<file path="config.mk">
export PLATFORM = sky130hd
export DESIGN_NAME = spiwin_flash_window
export DESIGN_NICKNAME = d
export VERILOG_FILES = /design/src/rtl/spiwin_pkg.sv /design/src/rtl/spiwin_addr_xlate.sv /design/src/rtl/spiwin_rd_engine.sv /design/src/rtl/spiwin_flash_window.sv
export SDC_FILE = /design/constraint.sdc
export NUM_CORES = 1
export LEC_CHECK = 0
export BUFFER_PORTS_ARGS = -buffer_cell sky130_fd_sc_hd__buf_4
export CAP_MARGIN = 10
export CELL_PAD_IN_SITES_DETAIL_PLACEMENT = 1
export CELL_PAD_IN_SITES_GLOBAL_PLACEMENT = 1
export CORE_MARGIN = 2
export CORE_UTILIZATION = 44
export CTS_CLUSTER_SIZE = 28
export DETAILED_ROUTE_END_ITERATION = 10
export HOLD_SLACK_MARGIN = 0.05
export PLACE_DENSITY_LB_ADDON = 0.1
export SLEW_MARGIN = 10
export SYNTH_ARGS = -nofsm -noshare
export SYNTH_HDL_FRONTEND = slang
export SYNTH_SLANG_ARGS = --single-unit
</file>
<file path="constraint.sdc">
create_clock -name clk -period 2.4 [get_ports clk]
set_clock_uncertainty 0.05 [all_clocks]
set_input_delay 0.24 -clock clk [delete_from_list [all_inputs] [get_ports clk]]
set_output_delay 0.24 -clock clk [all_outputs]
set_load 0.02 [all_outputs]
</file>
<file path="src/rtl/spiwin_pkg.sv">
package spiwin_pkg;

   typedef enum logic [1:0] {
      ENG_IDLE,
      ENG_RUN,
      ENG_TAIL,
      ENG_GAP
   } eng_state_t;

   typedef enum logic {
      BUS_IDLE,
      BUS_WAIT
   } bus_state_t;

   localparam int OFF_FSEL = 0;
   localparam int OFF_CTRL = 4;
   localparam logic [7:0] RD_OPCODE = 8'h03;

endpackage

</file>
<file path="src/rtl/spiwin_addr_xlate.sv">
module spiwin_addr_xlate #(
   parameter int ADDR_W = 24,
   parameter int BOOT_W = 22
) (
   input  logic [ADDR_W-1:0] win_addr,
   input  logic              remap_dis,
   output logic [ADDR_W-1:0] flash_addr
);

   localparam int HI_W = ADDR_W - BOOT_W;

   generate
      if (HI_W == 0) begin : g_flat
         logic unused_remap;
         assign unused_remap = remap_dis;
         assign flash_addr   = win_addr;
      end else begin : g_mirror
         assign flash_addr = remap_dis ? win_addr
                                       : {{HI_W{1'b0}}, win_addr[BOOT_W-1:0]};
      end
   endgenerate

endmodule

</file>
<file path="src/rtl/spiwin_rd_engine.sv">
module spiwin_rd_engine
   import spiwin_pkg::*;
#(
   parameter int CLK_DIV = 4,
   parameter int ADDR_W  = 24,
   parameter int DATA_W  = 32
) (
   input  logic              clk,
   input  logic              rst_n,
   input  logic              start,
   input  logic [ADDR_W-1:0] addr,
   output logic [DATA_W-1:0] data,
   output logic              done,
   output logic              sck,
   output logic              mosi,
   output logic              cs_n,
   input  logic              miso
);

   localparam int HALF  = CLK_DIV / 2;
   localparam int HC_W  = (HALF > 1) ? $clog2(HALF) : 1;
   localparam int HDR_W = 8 + ADDR_W;
   localparam int TOT   = HDR_W + DATA_W;
   localparam int BC_W  = $clog2(TOT + 1);

   eng_state_t        state_q;
   logic [HC_W-1:0]   hc_q;
   logic [HDR_W-1:0]  hdr_q;
   logic [DATA_W-1:0] rx_q;
   logic [BC_W-1:0]   bits_q;
   logic              sck_q, mosi_q, cs_q, done_q;
   logic              tick;

   assign tick = (hc_q == HC_W'(HALF - 1));

   always_ff @(posedge clk or negedge rst_n) begin
      if (!rst_n) begin
         state_q <= ENG_IDLE;
         hc_q    <= '0;
         hdr_q   <= '0;
         rx_q    <= '0;
         bits_q  <= '0;
         sck_q   <= 1'b1;
         mosi_q  <= 1'b0;
         cs_q    <= 1'b1;
         done_q  <= 1'b0;
      end else begin
         done_q <= 1'b0;
         if (state_q == ENG_IDLE) begin
            if (start) begin
               cs_q    <= 1'b0;
               hc_q    <= '0;
               hdr_q   <= {RD_OPCODE, addr};
               bits_q  <= '0;
               state_q <= ENG_RUN;
            end
         end else begin
            hc_q <= tick ? '0 : hc_q + HC_W'(1);
            if (tick) begin
               case (state_q)
                  ENG_RUN: begin
                     if (sck_q) begin
                        sck_q  <= 1'b0;
                        mosi_q <= hdr_q[HDR_W-1];
                        hdr_q  <= {hdr_q[HDR_W-2:0], 1'b0};
                     end else begin
                        sck_q  <= 1'b1;
                        rx_q   <= {rx_q[DATA_W-2:0], miso};
                        bits_q <= bits_q + BC_W'(1);
                        if (bits_q == BC_W'(TOT - 1)) state_q <= ENG_TAIL;
                     end
                  end
                  ENG_TAIL: begin
                     cs_q    <= 1'b1;
                     state_q <= ENG_GAP;
                  end
                  default: begin
                     state_q <= ENG_IDLE;
                     done_q  <= 1'b1;
                  end
               endcase
            end
         end
      end
   end

   assign data = rx_q;
   assign done = done_q;
   assign sck  = sck_q;
   assign mosi = mosi_q;
   assign cs_n = cs_q;

endmodule

</file>
<file path="src/rtl/spiwin_flash_window.sv">
module spiwin_flash_window
   import spiwin_pkg::*;
#(
   parameter int CLK_DIV = 4,
   parameter int ADDR_W  = 24,
   parameter int BOOT_W  = 22,
   parameter int DATA_W  = 32,
   parameter int CS_N    = 3
) (
   input  logic              clk,
   input  logic              rst_n,
   input  logic              bus_req,
   input  logic              bus_we,
   input  logic [ADDR_W-1:0] bus_addr,
   input  logic [DATA_W-1:0] bus_wdata,
   output logic [DATA_W-1:0] bus_rdata,
   output logic              bus_ready,
   output logic              spi_sck,
   output logic              spi_mosi,
   input  logic              spi_miso,
   output logic [CS_N-1:0]   spi_cs_n
);

   generate
      if (CLK_DIV < 2 || (CLK_DIV % 2) != 0) begin : g_bad_div
         $error("CLK_DIV must be even and at least 2");
      end
      if ((ADDR_W % 8) != 0 || ADDR_W < 8) begin : g_bad_addr
         $error("ADDR_W must be a nonzero multiple of 8");
      end
      if (BOOT_W < 1 || BOOT_W > ADDR_W) begin : g_bad_boot
         $error("BOOT_W must lie in 1..ADDR_W");
      end
      if ((DATA_W % 8) != 0 || DATA_W < 8) begin : g_bad_data
         $error("DATA_W must be a nonzero multiple of 8");
      end
      if (CS_N < 1) begin : g_bad_cs
         $error("CS_N must be at least 1");
      end
   endgenerate

   bus_state_t        bstate_q;
   logic              ready_q, map_en_q, remap_dis_q;
   logic [DATA_W-1:0] rdata_q;
   logic              accept, start, is_fsel, is_ctrl;
   logic [ADDR_W-1:0] flash_addr;
   logic [DATA_W-1:0] eng_data;
   logic              eng_done, eng_cs_n;
   logic              unused_wdata_hi;

   assign unused_wdata_hi = ^bus_wdata[DATA_W-1:1];
   assign accept  = bus_req && !ready_q && (bstate_q == BUS_IDLE);
   assign start   = accept && map_en_q && !bus_we;
   assign is_fsel = (bus_addr == ADDR_W'(OFF_FSEL));
   assign is_ctrl = (bus_addr == ADDR_W'(OFF_CTRL));

   spiwin_addr_xlate #(
      .ADDR_W(ADDR_W),
      .BOOT_W(BOOT_W)
   ) u_xlate (
      .win_addr  (bus_addr),
      .remap_dis (remap_dis_q),
      .flash_addr(flash_addr)
   );

   spiwin_rd_engine #(
      .CLK_DIV(CLK_DIV),
      .ADDR_W (ADDR_W),
      .DATA_W (DATA_W)
   ) u_engine (
      .clk  (clk),
      .rst_n(rst_n),
      .start(start),
      .addr (flash_addr),
      .data (eng_data),
      .done (eng_done),
      .sck  (spi_sck),
      .mosi (spi_mosi),
      .cs_n (eng_cs_n),
      .miso (spi_miso)
   );

   always_ff @(posedge clk or negedge rst_n) begin
      if (!rst_n) begin
         bstate_q    <= BUS_IDLE;
         ready_q     <= 1'b0;
         rdata_q     <= '0;
         map_en_q    <= 1'b1;
         remap_dis_q <= 1'b0;
      end else begin
         ready_q <= 1'b0;
         if (bstate_q == BUS_IDLE) begin
            if (start) begin
               bstate_q <= BUS_WAIT;
            end else if (accept) begin
               ready_q <= 1'b1;
               rdata_q <= '0;
               if (bus_we) begin
                  if (is_fsel) map_en_q <= bus_wdata[0];
                  else if (is_ctrl && !map_en_q) remap_dis_q <= bus_wdata[0];
               end else if (is_ctrl) begin
                  rdata_q <= {{(DATA_W-1){1'b0}}, remap_dis_q};
               end
            end
         end else if (eng_done) begin
            ready_q  <= 1'b1;
            rdata_q  <= eng_data;
            bstate_q <= BUS_IDLE;
         end
      end
   end

   generate
      if (CS_N > 1) begin : g_spare_cs
         assign spi_cs_n = {{(CS_N-1){1'b1}}, eng_cs_n};
      end else begin : g_single_cs
         assign spi_cs_n = eng_cs_n;
      end
   endgenerate

   assign bus_ready = ready_q;
   assign bus_rdata = rdata_q;

endmodule

</file>
==> run summary <==
## Final layout
* Area growth, synth to finish: 33.5%
* most common cell after layout, fill and taps aside: dfrtp_1
* diode insertion count for antenna repair: 0
* fill cell total of the finished layout: 1,039
* number of nets at the end of the flow: 518
* top library cells by usage in the layout, fill and taps aside: dfrtp_1, mux2_2, buf_4
* share of layout cells above drive strength 1: 0.430

## Synthesis
* xor/xnor share of the synthesized area: 0.0108
* synthesized area divided by synthesized cell count: 13.8 um2
* synthesized instance count: 353
* async set or reset register ratio after synthesis: 1.00
* portion of the post-synthesis area used by sequential elements: 0.586
* count of warnings emitted by yosys: 0
* post-synthesis adder-cell area fraction: 0.0128
* complex-gate fraction of the synthesized area: 0.0765
* proportion of synthesized area in mux cells: 0.204
* most used flip-flop cell after synthesis: dfrtp_1
* post-synth design cell area: 4870 um2
* number of distinct library cells after synthesis: 42
* number of enable-type register cells in the synthesized netlist: 0
* count of state elements after synthesis: 114
* main combinational cell family by area after synthesis: multiplexers
* synthesized-area fraction occupied by and/or/nand/nor cells: 0.0752

## Power and ir drop
* Int Power: 0.00405 W
* leakage power: 3.12 nW
* Clk pwr share: 0.578
* net switching component of the power: 0.000998 W
* combinational share of power: 0.035
* overall power: 0.00505 W
* Pwr per Cell Area: 776 nW/um2
* Sequential Power Share: 0.386
* peak supply drop: 0.641 mV
* net switching share of the total power: 0.198

## Worst setup path
* type of destination of the critical path: flop
* startpoint class of the critical path: flop
* delay contributed by the slowest stage of the critical path: 0.40 ns
* critical path class: reg2reg
* buffers plus inverters on the worst setup path: 2
* CP delay by family, top: buffers and inverters
* data required time at the worst endpoint: 2.76 ns
* critical path peak fanout: 37
* CP Data Arrival Time: 2.47 ns
* ordered list of cells on the worst path: inv_1, ha_1, buf_4, nor3b_1, a21oi_1, a21o_1, mux2_2
* Critical R2R Launch: u_engine.state_q[0]
* Max stage delay cell, worst path: dfrtp_1
* crit path launch: u_engine.state_q[0]

## Min path
* HP Class: in2reg
* hold_sp: bus_we

## Clock network
* CTS Buf Count: 17
* CTS max path bufs: 2
* clock tree from TritonCTS: done
* Sinks on Clock Net: 114
* count of H-tree levels built during CTS: 4
* Resized cells post-CTS: 0
* Root Buffer Master: clkbuf_8
* clock latency on the worst-skew pair: 0.53 ns
* clock transition at the register clock pins on the worst setup and hold paths after CTS: 0.06 ns

## Timing
* worst hold-check slack: 0.103 ns
* part of the cycle the worst path needs: 0.878
* Total Negative Setup Slacks: 0 ns
* final count of hold timing violations: 0
* final max-slew violation count: 0
* setup repair after global routing missed its margin: no
* Max Clk Rate: 474 MHz
* Worst-Margin Slew: 0.593 ns
* total setup violations reported at the end of the flow: 0
* Final min period: 2.11 ns
* tightest slew margin relative to the limit: 0.605

## Route
* via density per instance: 5.32
* post-route antenna net violation count: 0
* First-pass DRT Iterations: 4
* number of violations reported at the end of detailed-routing iteration 0: 88
* average detailed-routed wire length per instance: 17.6 um
* post-detailed-routing wire length: 10,600 um
* total vias in the final route: 3,218
* DRC violation count after routing: 0

## Floorplan
* core area: 10,800 um2
* height of the chip: 109 um
* floorplan row count: 38
* starting utilization of the core area: 0.450
* Die Area: 11,900 um2
* I/O pin cnt: 99
* Die Width: 109 um

## Global route
* vias in the first global route: 3,508
* remaining global-route overflow: 0
* overall track demand over capacity in global routing: 0.197
* first-pass GRT wire length: 17,600 um
* initial antenna violation count: 0
* largest net degree at the start of global routing: 52

## Run
* number of max-capacitance violations reported: 0

## Placement
* number of buffer cells added on primary ports: 65
* DP Wirelength: 6330 um
* weighted congestion reported at the end of routability-driven placement: 0.730

## Outcome
* outcome: completed

==> area by class of cell <==
| cell class | instances | area, um2 | share of cell area |
|---|---|---|---|
| Timing Repair Buffer | 103 | 883 | 0.136 |
| Sequential cell | 114 | 2860 | 0.439 |
| Clock inverter | 14 | 259 | 0.0398 |
| Clock buffer | 18 | 428 | 0.0658 |
| Tap cell | 140 | 175 | 0.0269 |
| Inverter | 7 | 26.3 | 0.00404 |
| Multi-Input combinational cell | 209 | 1880 | 0.289 |
==> stage by stage <==
stage	cells	area, um2	utilization	setup WS, ns
floorplan	354	4880	-	0.377
global placement	544	5530	0.510	0.303
detailed placement	544	5530	0.510	0.277
CTS	605	6510	0.600	0.247
global route	605	6510	0.600	0.0875
finish	605	6510	0.600	0.292
==> cell usage after synthesis (all sizes together), types with 3 or more instances <==
cell type,instances,share of area
a22o,31,0.056
ha,5,0.013
nor2,10,0.0077
xor2,5,0.0090
clkbuf,7,0.0054
nand4,3,0.0039
dfstp,3,0.016
dfrtp,111,0.57
nor4,9,0.012
nand2,11,0.0085
mux2i,5,0.010
nand3,5,0.0051
inv,7,0.0054
buf,17,0.023
mux2,84,0.19
nor2b,8,0.010
o21ai,7,0.0072
a21oi,4,0.0064
==> registers in the layout, summed over array words and instances (netlist names), 2 cells and up <==
register / count
bus_rdata: 32
u_engine.bits_q: 7
u_engine.data: 32
u_engine.hdr_q: 32
u_engine.state_q: 2
==> worst min-delay path: stages <==
cell and delay [ns]:
buf_4 0.10, nor2_1 0.04, nand3_1 0.06, or3_1 0.12, a2bb2oi_1 0.07
==> what timing repair did <==
item	4_1_cts	5_1_grt
endpoints found under the hold margin	72	0
setup buffers	0	0
hold buffers	29	0
==> power groups by stage <==
stage	clock network [W]	registers (W)	logic (W)
finish	0.00292	0.00195	0.000179
global route	0.00307	0.00195	0.000198
CTS	0.00298	0.00195	0.000183
detailed placement	0	0.00198	0.000144
global placement	0	0.00198	0.000141
floorplan	0	0.00198	0.0000375
==> worst paths after layout <==
kind | to | slack, ns | cells past startpoint
max | u_engine.state_q[1] | 0.29 | 7
min | bus_rdata[0] | 0.10 | 5
max in group asynchronous | map_en_q | 1.32 | 3
min in group asynchronous | bus_rdata[28] | 0.20 | 2
max reg2reg | u_engine.state_q[1] | 0.29 | 7
min reg2reg | bstate_q | 0.44 | 1
==> routing by layer <==
metal,share of wire,wire length [um],track usage,vias up
li1,-,-,-,1475
met3,0.052,554,0.0723,9
met2,0.50,5340,0.323,79
met1,0.44,4630,0.238,1655
met4,0.010,107,0.0732,0
met5,0,0,0,-
==> cell families (layout without fill, tap and decap cells) <==
kind of cell,count (synthesis),in the layout
buffers and inverters,31,142
other,1,2
multiplexers,89,89
flip-flops,114,114
AO/OA/AOI/OAI,46,46
AND/OR/NAND/NOR,61,61
adder cells (fa/ha/maj),5,5
XOR/XNOR,6,6
Power figures use the tool's default switching activity.
